<file path="src/rtl/asb_pkg.sv">
package asb_pkg;
  typedef enum logic [1:0] {
    K_NONE = 2'd0,
    K_MEM  = 2'd1,
    K_VEC  = 2'd2,
    K_AUTO = 2'd3
  } cyc_kind_e;

  typedef enum logic [2:0] {
    S_IDLE = 3'd0,
    S_WAIT = 3'd1,
    S_ACK  = 3'd2,
    S_REL  = 3'd3,
    S_SKIP = 3'd4
  } bus_state_e;

  localparam logic [2:0] FC_CPU_SPACE = 3'b111;
endpackage

</file>
<file path="src/rtl/asb_decode.sv">
module asb_decode
  import asb_pkg::*;
#(
  parameter int PAGE_W = 19,
  parameter logic [PAGE_W-1:0] BASE_PAGE = '0,
  parameter int IRQ_LEVEL = 5
) (
  input  logic [2:0]        fc,
  input  logic [PAGE_W-1:0] page,
  input  logic [2:0]        level,
  input  logic              uds_n,
  input  logic              lds_n,
  input  logic              autovec,
  output cyc_kind_e         kind
);
  localparam logic [2:0] MY_LEVEL = 3'(IRQ_LEVEL);

  always_comb begin
    kind = K_NONE;
    if (fc == FC_CPU_SPACE) begin
      if (level == MY_LEVEL && !lds_n)
        kind = autovec ? K_AUTO : K_VEC;
    end else if (page == BASE_PAGE && !(uds_n && lds_n)) begin
      kind = K_MEM;
    end
  end
endmodule

</file>
<file path="src/rtl/asb_mem.sv">
module asb_mem #(
  parameter int MEM_AW = 4
) (
  input  logic              clk,
  input  logic              rst_n,
  input  logic [MEM_AW-1:0] idx,
  input  logic              wr_en,
  input  logic [1:0]        wr_lanes,
  input  logic [15:0]       wdata,
  output logic [15:0]       rd_word
);
  localparam int DEPTH = 1 << MEM_AW;

  logic [15:0] words [DEPTH];

  for (genvar ln = 0; ln < 2; ln++) begin : g_lane
    always_ff @(posedge clk or negedge rst_n) begin
      if (!rst_n) begin
        for (int i = 0; i < DEPTH; i++) words[i][ln*8 +: 8] <= '0;
      end else if (wr_en && wr_lanes[ln]) begin
        words[idx][ln*8 +: 8] <= wdata[ln*8 +: 8];
      end
    end
  end

  assign rd_word = words[idx];


  lane_mask_chk: assert property (@(posedge clk) disable iff (!rst_n)
    wr_en |-> (wr_lanes != 2'b00));
endmodule

</file>
<file path="src/rtl/asb_ctrl.sv">
module asb_ctrl
  import asb_pkg::*;
#(
  parameter int WAIT_STATES = 2,
  parameter logic [7:0] VECTOR = 8'h40
) (
  input  logic        clk,
  input  logic        rst_n,
  input  logic        as_n,
  input  logic        uds_n,
  input  logic        lds_n,
  input  logic        rw,
  input  cyc_kind_e   kind,
  input  logic [15:0] rd_word,
  output logic        wr_en,
  output logic [1:0]  wr_lanes,
  output logic [15:0] rdata,
  output logic [1:0]  data_oe,
  output logic        dtack_n,
  output logic        dtack_oe,
  output logic        vpa_n,
  output logic        vpa_oe
);
  localparam int CNT_W = (WAIT_STATES > 0) ? $clog2(WAIT_STATES + 1) : 1;
  localparam logic [CNT_W-1:0] WAIT_LIM = CNT_W'(WAIT_STATES);

  bus_state_e       state;
  cyc_kind_e        kind_q, kind_eff;
  logic [CNT_W-1:0] cnt;
  logic             ack_now;

  assign kind_eff = (state == S_IDLE) ? kind : kind_q;
  assign ack_now  = !as_n &&
                    ((state == S_IDLE && kind != K_NONE && WAIT_STATES == 0) ||
                     (state == S_WAIT && cnt == WAIT_LIM));
  assign wr_en    = ack_now && kind_eff == K_MEM && !rw;
  assign wr_lanes = {!uds_n, !lds_n};

  always_ff @(posedge clk or negedge rst_n) begin
    if (!rst_n) begin
      state    <= S_IDLE;
      kind_q   <= K_NONE;
      cnt      <= '0;
      rdata    <= '0;
      data_oe  <= 2'b00;
      dtack_n  <= 1'b1;
      dtack_oe <= 1'b0;
      vpa_n    <= 1'b1;
      vpa_oe   <= 1'b0;
    end else if (ack_now) begin
      state <= S_ACK;
      if (kind_eff == K_AUTO) begin
        vpa_n  <= 1'b0;
        vpa_oe <= 1'b1;
      end else begin
        dtack_n  <= 1'b0;
        dtack_oe <= 1'b1;
        if (kind_eff == K_VEC) begin
          rdata   <= {8'h00, VECTOR};
          data_oe <= 2'b01;
        end else if (rw) begin
          rdata   <= rd_word;
          data_oe <= {!uds_n, !lds_n};
        end
      end
    end else begin
      case (state)
        S_IDLE: if (!as_n) begin
          kind_q <= kind;
          cnt    <= CNT_W'(1);
          state  <= (kind == K_NONE) ? S_SKIP : S_WAIT;
        end
        S_WAIT: if (as_n) state <= S_REL;
                else      cnt   <= cnt + CNT_W'(1);
        S_ACK: if (as_n) begin
          state   <= S_REL;
          dtack_n <= 1'b1;
          vpa_n   <= 1'b1;
          data_oe <= 2'b00;
        end
        S_REL: begin
          dtack_oe <= 1'b0;
          vpa_oe   <= 1'b0;
          state    <= S_IDLE;
        end
        S_SKIP: if (as_n) state <= S_IDLE;
        default: state <= S_IDLE;
      endcase
    end
  end


  excl_ack_chk: assert property (@(posedge clk) disable iff (!rst_n)
    !((dtack_oe && !dtack_n) && (vpa_oe && !vpa_n)));


  release_high_chk: assert property (@(posedge clk) disable iff (!rst_n)
    (dtack_oe && !dtack_n && as_n) |=> (dtack_oe && dtack_n && data_oe == 2'b00));


  release_off_chk: assert property (@(posedge clk) disable iff (!rst_n)
    ((dtack_oe && dtack_n) || (vpa_oe && vpa_n)) |=> (!dtack_oe && !vpa_oe));


  data_with_ack_chk: assert property (@(posedge clk) disable iff (!rst_n)
    (data_oe != 2'b00) |-> (dtack_oe && !dtack_n));


  hold_ack_chk: assert property (@(posedge clk) disable iff (!rst_n)
    (dtack_oe && !dtack_n && !as_n) |=> (dtack_oe && !dtack_n));


  ack_after_strobe_chk: assert property (@(posedge clk) disable iff (!rst_n)
    $fell(dtack_n) |-> $past(!as_n));
endmodule

</file>
<file path="src/rtl/asyncbus_slave.sv">
module asyncbus_slave
  import asb_pkg::*;
#(
  parameter int ABUS_W = 23,
  parameter int MEM_AW = 4,
  parameter logic [ABUS_W-MEM_AW-1:0] BASE_PAGE = 'h00100,
  parameter int WAIT_STATES = 2,
  parameter int IRQ_LEVEL = 5,
  parameter logic [7:0] VECTOR = 8'h40
) (
  input  logic              clk,
  input  logic              rst_n,
  input  logic              as_n,
  input  logic              uds_n,
  input  logic              lds_n,
  input  logic              rw,
  input  logic [2:0]        fc,
  input  logic [ABUS_W-1:0] addr,
  input  logic [15:0]       wdata,
  input  logic              autovec,
  output logic [15:0]       rdata,
  output logic [1:0]        data_oe,
  output logic              dtack_n,
  output logic              dtack_oe,
  output logic              vpa_n,
  output logic              vpa_oe
);
  localparam int PAGE_W = ABUS_W - MEM_AW;

  cyc_kind_e   kind;
  logic        wr_en;
  logic [1:0]  wr_lanes;
  logic [15:0] rd_word;

  asb_decode #(.PAGE_W(PAGE_W), .BASE_PAGE(BASE_PAGE), .IRQ_LEVEL(IRQ_LEVEL)) u_dec (
    .fc(fc), .page(addr[ABUS_W-1:MEM_AW]), .level(addr[2:0]),
    .uds_n(uds_n), .lds_n(lds_n), .autovec(autovec), .kind(kind)
  );

  asb_mem #(.MEM_AW(MEM_AW)) u_mem (
    .clk(clk), .rst_n(rst_n), .idx(addr[MEM_AW-1:0]), .wr_en(wr_en),
    .wr_lanes(wr_lanes), .wdata(wdata), .rd_word(rd_word)
  );

  asb_ctrl #(.WAIT_STATES(WAIT_STATES), .VECTOR(VECTOR)) u_ctrl (
    .clk(clk), .rst_n(rst_n), .as_n(as_n), .uds_n(uds_n), .lds_n(lds_n),
    .rw(rw), .kind(kind), .rd_word(rd_word), .wr_en(wr_en),
    .wr_lanes(wr_lanes), .rdata(rdata), .data_oe(data_oe),
    .dtack_n(dtack_n), .dtack_oe(dtack_oe), .vpa_n(vpa_n), .vpa_oe(vpa_oe)
  );
endmodule

</file>
<file path="config.mk">
export PLATFORM = sky130hd
export DESIGN_NAME = asyncbus_slave
export DESIGN_NICKNAME = d
export VERILOG_FILES = /design/src/rtl/asb_pkg.sv /design/src/rtl/asb_decode.sv /design/src/rtl/asb_mem.sv /design/src/rtl/asb_ctrl.sv /design/src/rtl/asyncbus_slave.sv
export SDC_FILE = /design/constraint.sdc
export NUM_CORES = 1
export LEC_CHECK = 0
export ABC_AREA = 0
export ABC_CLOCK_PERIOD_IN_PS = 4600
export BUFFER_PORTS_ARGS = -buffer_cell sky130_fd_sc_hd__buf_2
export CAP_MARGIN = 20
export CORE_ASPECT_RATIO = 0.8
export CORE_MARGIN = 5
export CORE_UTILIZATION = 42
export DETAILED_ROUTE_END_ITERATION = 6
export GPL_TIMING_DRIVEN = 0
export PLACE_DENSITY_LB_ADDON = 0.05
export SYNTH_ARGS = -nofsm -noshare
export SYNTH_HDL_FRONTEND = slang
export SYNTH_SLANG_ARGS = --single-unit
</file>
<file path="constraint.sdc">
create_clock -name clk -period 4.6 [get_ports clk]
set_clock_uncertainty 0.05 [all_clocks]
set_input_delay 0.23 -clock clk [delete_from_list [all_inputs] [get_ports clk]]
set_output_delay 0.23 -clock clk [all_outputs]
set_load 0.005 [all_outputs]
</file>
==> results of run 1 <==
sequential cells by signal (all words and copies together), names as in the netlist:
name             flops
u_ctrl.cnt           2
u_ctrl.dtack_n       1
u_ctrl.dtack_oe      1
u_ctrl.state         3
u_ctrl.vpa_oe        1
u_ctrl.rdata         1
u_ctrl.kind_q        2
u_ctrl.data_oe       2
u_ctrl.vpa_n         1
layout make-up:
type	instances	area (sq um)	area share, %
plain buffers	18	133	10.6
multi-input cells	82	488	38.9
inverters	5	18.8	1.50
well taps	25	31.3	2.49
clock buffers	4	36.3	2.89
repair buffers	38	195	15.6
flip-flops and latches	14	353	28.1
cell families after synthesis:
logic type	Yosys count	share of synthesized area (%)
AOI/OAI and AO/OA	26	18.2
and+or+nand+nor	38	24.0
adders and majority gates	1	1.33
other	1	0.399
buffers and inverters	23	16.1
muxes	2	2.40
DFF	14	37.6
routing by layer:
metal / GRT usage, % / vias to the layer above / routed length, um
li1: - / 463 / -
met1: 17.1 / 379 / 963
met2: 20.6 / 24 / 1030
met3: 5.79 / 2 / 151
met4: 1.06 / 0 / 8
met5: 0 / - / 0
worst min-delay path by stage:
stage                                         end  cells past startpoint  slack [ns]
floorplan               u_ctrl.cnt[0]$_DFFE_PN0P_                      0       -0.12
global placement      u_ctrl.state[0]$_DFFE_PN0P_                      1        0.09
detailed placement    u_ctrl.state[0]$_DFFE_PN0P_                      1        0.09
CTS                   u_ctrl.rdata[6]$_DFFE_PN0P_                      4        0.21
global route        u_ctrl.data_oe[1]$_DFFE_PN0P_                      3        0.25
finish                u_ctrl.rdata[6]$_DFFE_PN0P_                      4        0.22
layout by cell type, fill, tap and decap left out, types with 2 or more instances in the layout:
cell       netlist  layout
buf_2            1      38
buf_4           15      15
conb_1           1      15
dfrtp_1         12      12
nor2_1           8       8
a21oi_1          7       7
nand3_1          6       6
inv_1            5       5
nand2_1          5       5
o21ai_0          5       5
nor4_1           3       3
nor3_1           3       3
o21a_1           3       3
clkbuf_4         0       3
nand4bb_1        2       2
mux2_2           2       2
nor3_2           2       2
nand3b_1         2       2
o211ai_1         2       2
a31oi_1          2       2
dfstp_2          2       2
worst reg2reg max path, cell delays in order (launching register included):
cell     delay [ns]
dfrtp_1        0.38
buf_6          0.14
or3_4          0.39
nand3_1        0.12
and2_4         0.16
o21ai_1        0.07
a31o_1         0.21
through the flow:
step | worst slack, ns | instances | area, sq um | hold slack (ns)
final | 2.98 | 186 | 1250 | 0.222
after global placement | 3.00 | 181 | 1210 | 0.0940
after CTS | 2.97 | 186 | 1250 | 0.209
after detailed placement | 2.99 | 181 | 1210 | 0.0933
after global routing | 2.88 | 186 | 1250 | 0.247
after floorplan | 3.06 | 119 | 992 | -0.116
power breakdown:
group          switching [mW]  internal, mW
registers             0.00320         0.126
logic                  0.0186        0.0249
clock network          0.0391        0.0481
==> results.txt, run 1 <==
Worst R2R Setup Slack -> 2.98 ns
via count -> 868
worst r2r dst -> u_ctrl.data_oe[1]$_DFFE_PN0P_
core area -> 0.00214 sq mm
required time worst endpoint -> 4.72 ns
Crit. End Element -> flip-flop
WL final -> 2150 um
Max VDD drop -> 0.000183 V
share of cells above drive strength 1 -> 41.6%
clk sink count -> 14
period utilisation layout -> 35.2%
worst skew pair latency -> 0.28 ns
IO buf count -> 37
initial antenna violation count -> 0
Avg Cell Area, Syn -> 8.95 sq um
Synth async-reset ratio -> 100%
CTS tree -> done
final-report setup violation count -> 0
Synth Cell Area -> 940 sq um
Total Power -> 0.260 mW
Initial Util -> 43.9%
pwr/cell area -> 207 mW/mm^2
# resized after CTS -> 0
Crit-path slowest cell -> or3_4
Final min period -> 1.62 ns
Ys Warns -> 512
startpoint type of the worst setup path -> flip-flop
Total GRT Usage -> 13.1%
Cells after Synth -> 105
Nets -> 212
Synth area leaders -> dfrtp_1, buf_4, dfstp_2
Final TNS setup -> 0 ns
n_diodes -> 0
critical path depth -> 6
Post-synth top flop -> dfrtp_1
drt via density -> 4.67
Arr. time, crit path -> 1.74 ns
critical-path cell list -> buf_6, or3_4, nand3_1, and2_4, o21ai_1, a31o_1
Reg-to-Reg Start -> u_ctrl.state[1]$_DFFE_PN0P_
Avg WL per Cell -> 11.6 um
vias in the first global route -> 824
DRT antenna net count -> 0
crit path to -> u_ctrl.data_oe[1]$_DFFE_PN0P_
unrepaired setup endpoints after global routing -> false
top cells by count, synth -> buf_4, dfrtp_1, nor2_1
largest net degree at the start of global routing -> 15
Worst Setup SP -> u_ctrl.state[1]$_DFFE_PN0P_
sequential share of the synthesized area -> 37.5%
top cell family by delay on the critical path -> simple AND/OR/NAND/NOR gates
Worst Hold Class -> input pin to flip-flop
Final Wtd Congestion -> 0.723
Finished Core Util -> 58.7%
outcome -> finished, final reports clean
biggest area consumer among synthesized cells -> dfrtp_1
Layout area overhead -> 33.6%
H-tree levels -> 1
max cap viols -> 0
Synth top area share -> 32.0%
clock buffer depth -> 2
cell depth of the worst flop-to-flop path -> 6
CP peak stage delay -> 0.39 ns
global-route wire length before repair -> 3550 um
std cell rows -> 15
grt ovf -> 0
Hold Violations, Final -> 0
DR iter-0 viols -> 21
DR pass1 iterations -> 4
Die Wd -> 62.9 um
die height -> 52.3 um
boundary pin count -> 71
count leader, synth -> buf_4
Pleak -> 0.654 nW
Post-synth EDFFs -> 0
Buf+Inv Stages, Crit Path -> 1
Setup Buffers After CTS -> 0
# DRC -> 0
Crit Path Category -> flip-flop to flip-flop
hold_sp -> rw
Hold Buf Count CTS -> 1
DIE AREA -> 0.00329 sq mm
Yosys cell types -> 37
Fmax achieved -> 617 MHz
Clock Pin Slew Worst Setup and Hold Paths -> 0.08 ns
detailed-placement wirelength estimate -> 1820 um
Pins Over Slew Limit -> 0
worst-path maximum fanout -> 10
cts bufs inserted -> 3
#FFs+latches synth -> 14
clock root buffer -> clkbuf_4
# fillers -> 213
Power figures use the tool's default switching activity.
==> run 2, diff against run 1 <==
--- a/config.mk
+++ b/config.mk
@@ -5,13 +5,13 @@
 export SDC_FILE = /design/constraint.sdc
 export NUM_CORES = 1
 export LEC_CHECK = 0
-export ABC_AREA = 0
-export ABC_CLOCK_PERIOD_IN_PS = 4600
+export ABC_AREA = 1
+export ABC_CLOCK_PERIOD_IN_PS = 1600
 export BUFFER_PORTS_ARGS = -buffer_cell sky130_fd_sc_hd__buf_2
 export CAP_MARGIN = 20
 export CORE_ASPECT_RATIO = 0.8
 export CORE_MARGIN = 5
-export CORE_UTILIZATION = 42
+export CORE_UTILIZATION = 40
 export DETAILED_ROUTE_END_ITERATION = 6
 export GPL_TIMING_DRIVEN = 0
 export PLACE_DENSITY_LB_ADDON = 0.05
==> constraint.sdc (replaced) <==
create_clock -name clk -period 1.6 [get_ports clk]
set_clock_uncertainty 0.05 [all_clocks]
set_input_delay 0.08 -clock clk [delete_from_list [all_inputs] [get_ports clk]]
set_output_delay 0.08 -clock clk [all_outputs]
set_load 0.005 [all_outputs]
==> run 2 against run 1 <==
Core utilization up 0.48 points; fmax grew 4.2%; clock-buffer cell count unchanged; global-route usage is 0.51 points higher; sequential power rose to 4.2 times the previous value; wire length grew 10%; largest cell class unchanged; largest power group is now combinational cells.
==> results.txt, run 2 <==
outcome -> finished, final reports clean (unchanged)
IO buf count -> 38 (was 37)
Clock Pin Slew Worst Setup and Hold Paths -> 0.09 ns (was 0.08 ns)
Hold Violations, Final -> 0 (unchanged)
global-route wire length before repair -> 3690 um (was 3550 um)
Die Wd -> 65.2 um (was 62.9 um)
area fraction in compound gates after synthesis -> 10.0% (was 18.2%)
period utilisation layout -> 97.2% (was 35.2%)
grt ovf -> 0 (unchanged)
Nets -> 250 (was 212)
# DRC -> 0 (unchanged)
Pins Over Slew Limit -> 0 (unchanged)
post-synthesis mux area share -> 0% (was 2.40%)
pwr/cell area -> 1240 mW/mm^2 (was 207 mW/mm^2)
adder-cell share of the synthesized area -> 1.28% (was 1.33%)
Ys Warns -> 512 (unchanged)
final-report setup violation count -> 0 (unchanged)
die height -> 54.2 um (was 52.3 um)
Synth async-reset ratio -> 100% (unchanged)
Synth Cell Area -> 976 sq um (was 940 sq um)
Cells after Synth -> 135 (was 105)
Comb power frac -> 56.6% (was 16.8%)
#FFs+latches synth -> 14 (unchanged)
Crit Path Category -> flip-flop to flip-flop (unchanged)
largest family of logic cells by synthesized area -> simple AND/OR/NAND/NOR gates (unchanged)
sequential share of the synthesized area -> 36.2% (was 37.5%)
count leader, synth -> nand2_1 (was buf_4)
Crit. End Element -> flip-flop (unchanged)
top cells by count, synth -> nand2_1, nor2_1, buf_4, inv_1 (was buf_4, dfrtp_1, nor2_1)
Layout area overhead -> 44.4% (was 33.6%)
Hold Slack -> 0.0926 ns (was 0.222 ns)
DR pass1 iterations -> 4 (unchanged)
most common cell after layout, fill and taps aside -> buf_2 (unchanged)
Avg WL per Cell -> 10.5 um (was 11.6 um)
cell depth of the worst flop-to-flop path -> 12 (was 6)
clk sink count -> 14 (unchanged)
Sw Share -> 43.2% (was 23.4%)
Placed Instances -> 214 (was 181)
std cell rows -> 16 (was 15)
clock buffer depth -> 2 (unchanged)
largest net degree at the start of global routing -> 15 (unchanged)
most frequent cells in the layout -> buf_2, buf_4, nand2_1 (was buf_2, buf_4, conb_1)
Initial Util -> 41.0% (was 43.9%)
max reg flops -> 3 (unchanged)
Arr. time, crit path -> 1.67 ns (was 1.74 ns)
Post-synth top flop -> dfrtp_1 (unchanged)
worst skew pair latency -> 0.28 ns (about the same)
Worst Hold Class -> input pin to flip-flop (unchanged)
post-synthesis simple-gate area fraction -> 32.9% (was 24.0%)
XOR/XNOR Fraction of Synth Area -> 0% (unchanged)
net switching power figure -> 0.754 mW (was 0.0609 mW)
H-tree levels -> 1 (unchanged)
Fmax achieved -> 643 MHz (was 617 MHz)
biggest area consumer among synthesized cells -> dfrtp_1 (unchanged)
DRT antenna net count -> 0 (unchanged)
power share of the clock group -> 12.0% (was 33.6%)
Max VDD drop -> 0.000781 V (was 0.000183 V)
Non-Filler Instances -> 226 (was 186)
DR iter-0 viols -> 9 (was 21)
Total GRT Usage -> 13.6% (was 13.1%)
required time worst endpoint -> 1.72 ns (was 4.72 ns)
worst-path maximum fanout -> 4 (was 10)
internal power -> 0.993 mW (was 0.199 mW)
detailed-placement wirelength estimate -> 1940 um (was 1820 um)
Pleak -> 0.795 nW (was 0.654 nW)
vias in the first global route -> 930 (was 824)
startpoint type of the worst setup path -> flip-flop (unchanged)
Avg Cell Area, Syn -> 7.23 sq um (was 8.95 sq um)
Final min period -> 1.55 ns (was 1.62 ns)
initial antenna violation count -> 0 (unchanged)
unrepaired setup endpoints after global routing -> true (was false)
Total Power -> 1.75 mW (was 0.260 mW)
boundary pin count -> 71 (unchanged)
WL final -> 2370 um (was 2150 um)
Final Wtd Congestion -> 0.777 (was 0.723)
n_diodes -> 0 (unchanged)
share of cells above drive strength 1 -> 47.2% (was 41.6%)
Synth area leaders -> dfrtp_1, buf_4, nand2_1 (was dfrtp_1, buf_4, dfstp_2)
max cap viols -> 0 (unchanged)
via count -> 1,004 (was 868)
DIE AREA -> 0.00353 sq mm (was 0.00329 sq mm)
core area -> 0.00238 sq mm (was 0.00214 sq mm)
Worst R2R Setup Slack -> 0.05 ns (was 2.98 ns)
drt via density -> 4.44 (was 4.67)
WHS Path Cells -> 4 (unchanged)
cts bufs inserted -> 3 (unchanged)
Largest Register -> u_ctrl.state (unchanged)
clock root buffer -> clkbuf_4 (unchanged)
Synth top area share -> 30.8% (was 32.0%)
sequential share of power -> 31.3% (was 49.7%)
CTS tree -> done (unchanged)
Post-synth EDFFs -> 0 (unchanged)
Yosys cell types -> 25 (was 37)
# fillers -> 245 (was 213)
## run 2: cell count changes in the layout (fill, tap and decap cells not counted), moves of 3 or more
cell | before | now
nand3_2 | 0 | 5
buf_4 | 15 | 22
nor4_1 | 3 | 0
nand2_2 | 0 | 6
nor2_1 | 8 | 16
nand2_1 | 5 | 18
nor2_4 | 0 | 4
nor2_2 | 0 | 4
inv_1 | 5 | 14
inv_2 | 0 | 5
## run 2: metal layers
layer | global-route usage [%] | vias to the layer above | share of wire [%]
met5 | 0 | - | 0
met4 | 1.03 | 0 | 0.34
met3 | 4.80 | 2 | 5.4
met1 | 15.2 | 452 | 41
li1 | - | 534 | -
met2 | 26.1 | 16 | 53
## run 2: final cells by class
cell class	count	area [sq um]	share of cell area [%]
clock buffers	4	26.3	1.87
plain buffers	15	113	7.99
repair buffers	46	253	17.9
inverters	20	77.6	5.51
well taps	27	33.8	2.40
multi-input cells	100	553	39.3
flip-flops and latches	14	353	25.0
## run 2: logic make-up after synthesis
kind of cell,after synthesis
AND/OR/NAND/NOR,68
buffers and inverters,35
AO/OA/AOI/OAI,16
flip-flops,14
adder cells (fa/ha/maj),1
other,1
## run 2: power groups by stage
stage                     Clock, mW  Sequential, mW  Combinational [mW]
after floorplan                   0           0.551               0.584
after global placement            0           0.559               0.741
after detailed placement          0           0.560               0.763
after CTS                     0.216           0.546               0.805
after global routing          0.241           0.561                1.11
final                         0.210           0.548               0.990
## run 2: critical path, cell delays in order, from the launching register on
cell and delay, ns:
dfrtp_1 0.40, nor2_2 0.11, inv_2 0.07, nor2_4 0.19, inv_4 0.07, nor2_4 0.12
nor2_4 0.06, nand3_2 0.06, nand2_2 0.06, inv_2 0.08, nand2_4 0.06, nand3_2 0.05
nand2_1 0.05
## run 2: final timing paths
kind	end	startpoint
min	u_ctrl.data_oe[0]$_DFFE_PN0P_	lds_n
max reg2reg	u_ctrl.data_oe[1]$_DFFE_PN0P_	u_ctrl.state[2]$_DFFE_PN0P_
max	u_ctrl.data_oe[1]$_DFFE_PN0P_	u_ctrl.state[2]$_DFFE_PN0P_
max in group asynchronous	u_ctrl.vpa_n$_DFFE_PN1P_	rst_n
min in group asynchronous	u_ctrl.cnt[1]$_DFFE_PN0P_	rst_n
min reg2reg	u_ctrl.vpa_n$_DFFE_PN1P_	u_ctrl.vpa_n$_DFFE_PN1P_
## run 2: per-stage QoR
| step | utilization [%] | TNS [ns] | instance area, sq um | setup slack, ns |
|---|---|---|---|---|
| global route | 59.1 | -0.354 | 1410 | -0.0797 |
| global placement | 52.6 | -0.0307 | 1250 | -0.0222 |
| floorplan | - | 0 | 1030 | 0.159 |
| CTS | 54.7 | 0 | 1300 | 0.0369 |
| finish | 59.1 | 0 | 1410 | 0.0454 |
| detailed placement | 52.6 | -0.0861 | 1250 | -0.0555 |
## run 2: repair_timing
item | in CTS | in global routing
setup buffers | 1 | 6
hold buffers | 1 | 0
resized for setup | 2 | 16
pin swaps | 0 | 9
setup endpoints to repair | 4 | 7
endpoints found under the hold margin | 14 | 0
==> run 3, diff against run 2 <==
--- a/config.mk
+++ b/config.mk
@@ -10,7 +10,7 @@
 export BUFFER_PORTS_ARGS = -buffer_cell sky130_fd_sc_hd__buf_2
 export CAP_MARGIN = 20
 export CORE_ASPECT_RATIO = 0.8
-export CORE_MARGIN = 5
+export CORE_MARGIN = 1.5
 export CORE_UTILIZATION = 40
 export DETAILED_ROUTE_END_ITERATION = 6
 export GPL_TIMING_DRIVEN = 0
==> run 3 against run 2 <==
Final cell count increased by 0.44%; total power increased by 4.3%; via count increased by 0.30%; wire length decreased by 7.0%; critical path depth unchanged; critical endpoint is now u_ctrl.rdata[6]$_DFFE_PN0P_; fmax decreased by 2.0%; core utilization increased by 5.1 points; register-to-register slack got worse by 0.03 ns; highest routed layer unchanged; combinational power increased by 6%; die area decreased by 22%; clock power increased by 5%; critical path type unchanged.
==> results.txt, run 3 (synthesis gave the netlist of run 2 again) <==
Arr. time, crit path -> 1.72 ns (was 1.67 ns)
Sw Share -> 42.6% (was 43.2%)
critical-path cell list -> nor2_2, inv_2, nor2_4, inv_4, nor2_4, nor2_4, nand3_2, nand2_2, inv_2, nand2_4, nand2_2, o21ai_2 (was nor2_2, inv_2, nor2_4, inv_4, nor2_4, nor2_4, nand3_2, nand2_2, inv_2, nand2_4, nand3_2, nand2_1)
global-route wire length before repair -> 3600 um (was 3690 um)
Reg-to-Reg Start -> u_ctrl.state[2]$_DFFE_PN0P_ (unchanged)
Hold Violations, Final -> 0 (unchanged)
std cell rows -> 15 (was 16)
Crit-path slowest cell -> dfrtp_1 (unchanged)
Crit. End Element -> flip-flop (unchanged)
met1 usage -> 23.0% (was 15.2%)
Layout area overhead -> 46.9% (was 44.4%)
share of cells above drive strength 1 -> 48.0% (was 47.2%)
Nets -> 253 (was 250)
clock root buffer -> clkbuf_4 (unchanged)
initial antenna violation count -> 0 (unchanged)
period utilisation layout -> 99.2% (was 97.2%)
Max VDD drop -> 0.000704 V (was 0.000781 V)
cts bufs inserted -> 3 (unchanged)
final-report setup violation count -> 0 (unchanged)
Comb power frac -> 57.6% (was 56.6%)
grt ovf -> 0 (unchanged)
Sequential Area -> 353 sq um (unchanged)
Total Power -> 1.82 mW (was 1.75 mW)
DR pass1 iterations -> 6 (was 4)
core area -> 0.00223 sq mm (was 0.00238 sq mm)
Largest Register -> u_ctrl.state (unchanged)
Initial Util -> 43.7% (was 41.0%)
clock buffer depth -> 2 (unchanged)
outcome -> finished, final reports clean (unchanged)
Fmax achieved -> 630 MHz (was 643 MHz)
crit-path most repeated cell -> nor2_4 (unchanged)
Worst Hold Class -> input pin to flip-flop (unchanged)
hold_sp -> lds_n (unchanged)
WL final -> 2210 um (was 2370 um)
n_diodes -> 0 (unchanged)
area of the multi-input gates -> 558 sq um (was 553 sq um)
Final TNS setup -> 0 ns (unchanged)
DR iter-0 viols -> 35 (was 9)
CP peak stage delay -> 0.41 ns (was 0.40 ns)
die height -> 47.2 um (was 54.2 um)
Die Wd -> 58.2 um (was 65.2 um)
largest net degree at the start of global routing -> 15 (unchanged)
worst-path maximum fanout -> 4 (unchanged)
Worst Setup SP -> u_ctrl.state[2]$_DFFE_PN0P_ (unchanged)
Non-Filler Instances -> 227 (was 226)
vias in the first global route -> 857 (was 930)
Pleak -> 0.814 nW (was 0.795 nW)
power share of the clock group -> 12.1% (was 12.0%)
DIE AREA -> 0.00275 sq mm (was 0.00353 sq mm)
net switching power figure -> 0.776 mW (was 0.754 mW)
required time worst endpoint -> 1.74 ns (was 1.72 ns)
sequential share of power -> 30.3% (was 31.3%)
# fillers -> 203 (was 245)
worst skew pair latency -> 0.29 ns (was 0.28 ns)
Final min period -> 1.59 ns (was 1.55 ns)
Pins Over Slew Limit -> 0 (unchanged)
max reg flops -> 3 (unchanged)
internal power -> 1.05 mW (was 0.993 mW)
Placed Instances -> 212 (was 214)
max cap viols -> 0 (unchanged)
Finished Core Util -> 64.2% (was 59.1%)
detailed-placement wirelength estimate -> 1700 um (was 1940 um)
GR peak layer -> met2 (unchanged)
Total GRT Usage -> 17.3% (was 13.6%)
IO buf count -> 38 (unchanged)
Clock Pin Slew Worst Setup and Hold Paths -> 0.09 ns (about the same)
clk sink count -> 14 (unchanged)
GRT met2 Usage -> 27.5% (was 26.1%)
Final Wtd Congestion -> 0.776 (was 0.777)
Hold Slack -> 0.0449 ns (was 0.0926 ns)
CTS tree -> done (unchanged)
drt via density -> 4.44 (about the same)
most frequent cells in the layout -> buf_2, buf_4, nand2_1 (unchanged)
DRT antenna net count -> 0 (unchanged)
GRT met3 Usage -> 6.06% (was 4.80%)
H-tree levels -> 1 (unchanged)
Avg WL per Cell -> 9.72 um (was 10.5 um)
boundary pin count -> 71 (unchanged)
startpoint type of the worst setup path -> flip-flop (unchanged)
Crit Path Category -> flip-flop to flip-flop (unchanged)
unrepaired setup endpoints after global routing -> true (unchanged)
# DRC -> 0 (unchanged)
pwr/cell area -> 1270 mW/mm^2 (was 1240 mW/mm^2)
most common cell after layout, fill and taps aside -> buf_2 (unchanged)
via count -> 1,007 (was 1,004)
[run 3: cell count changes in the layout (fill, tap and decap cells not counted)]
cell | before | now
buf_4 | 22 | 25
nand2_2 | 6 | 4
o21ai_1 | 3 | 1
o21ai_2 | 1 | 3
nand2_1 | 18 | 19
nand2_4 | 1 | 2
nand3_1 | 7 | 8
nand3_2 | 5 | 4
[run 3: path summary, 6_finish.rpt]
path / slack (ns) / to / cells past startpoint
max in group asynchronous: 1.03 / u_ctrl.dtack_n$_DFFE_PN1P_ / 2
max reg2reg: 0.01 / u_ctrl.rdata[6]$_DFFE_PN0P_ / 12
max: 0.01 / u_ctrl.rdata[6]$_DFFE_PN0P_ / 12
min reg2reg: 0.42 / u_ctrl.vpa_n$_DFFE_PN1P_ / 2
min: 0.04 / u_ctrl.data_oe[0]$_DFFE_PN0P_ / 4
min in group asynchronous: 0.17 / u_ctrl.vpa_oe$_DFFE_PN0P_ / 2
[run 3: timing repair]
| action | in CTS | in global routing |
|---|---|---|
| endpoints found under the hold margin | 14 | 0 |
| setup buffers | 2 | 8 |
| hold buffers | 1 | 0 |
| endpoints found under the setup margin | 3 | 8 |
| pin swaps | 1 | 12 |
| resized for setup | 2 | 17 |
[run 3: layout make-up]
class,instances,area share [%]
inverters,20,5.41
repair buffers,49,19.2
flip-flops and latches,14,24.6
multi-input cells,100,38.9
well taps,25,2.18
plain buffers,15,7.85
clock buffers,4,1.83
[run 3: metrics by stage]
step	area, sq um	worst slack (ns)
after floorplan	1030	0.159
after global placement	1250	-0.0409
after detailed placement	1250	-0.0559
after CTS	1310	0.0383
after global routing	1430	-0.121
final	1430	0.0131
[run 3: worst max-delay path, delay by kind of cell, from the launching register on]
family,cells,cell delay [ns]
and+or+nand+nor,8,0.75
buffers and inverters,3,0.22
AOI/OAI and AO/OA,1,0.05
DFF,1,0.41
[run 3: power by group through the flow]
stage	registers, mW	clock network (mW)	logic (mW)
floorplan	0.551	0	0.584
global placement	0.557	0	0.733
detailed placement	0.561	0	0.747
CTS	0.547	0.228	0.789
global route	0.570	0.238	1.19
finish	0.552	0.220	1.05
[run 3: routing by layer]
layer / up-vias / wire length (um)
li1: 534 / -
met1: 438 / 977
met2: 33 / 1070
met3: 2 / 150
met4: 0 / 11
met5: - / 0
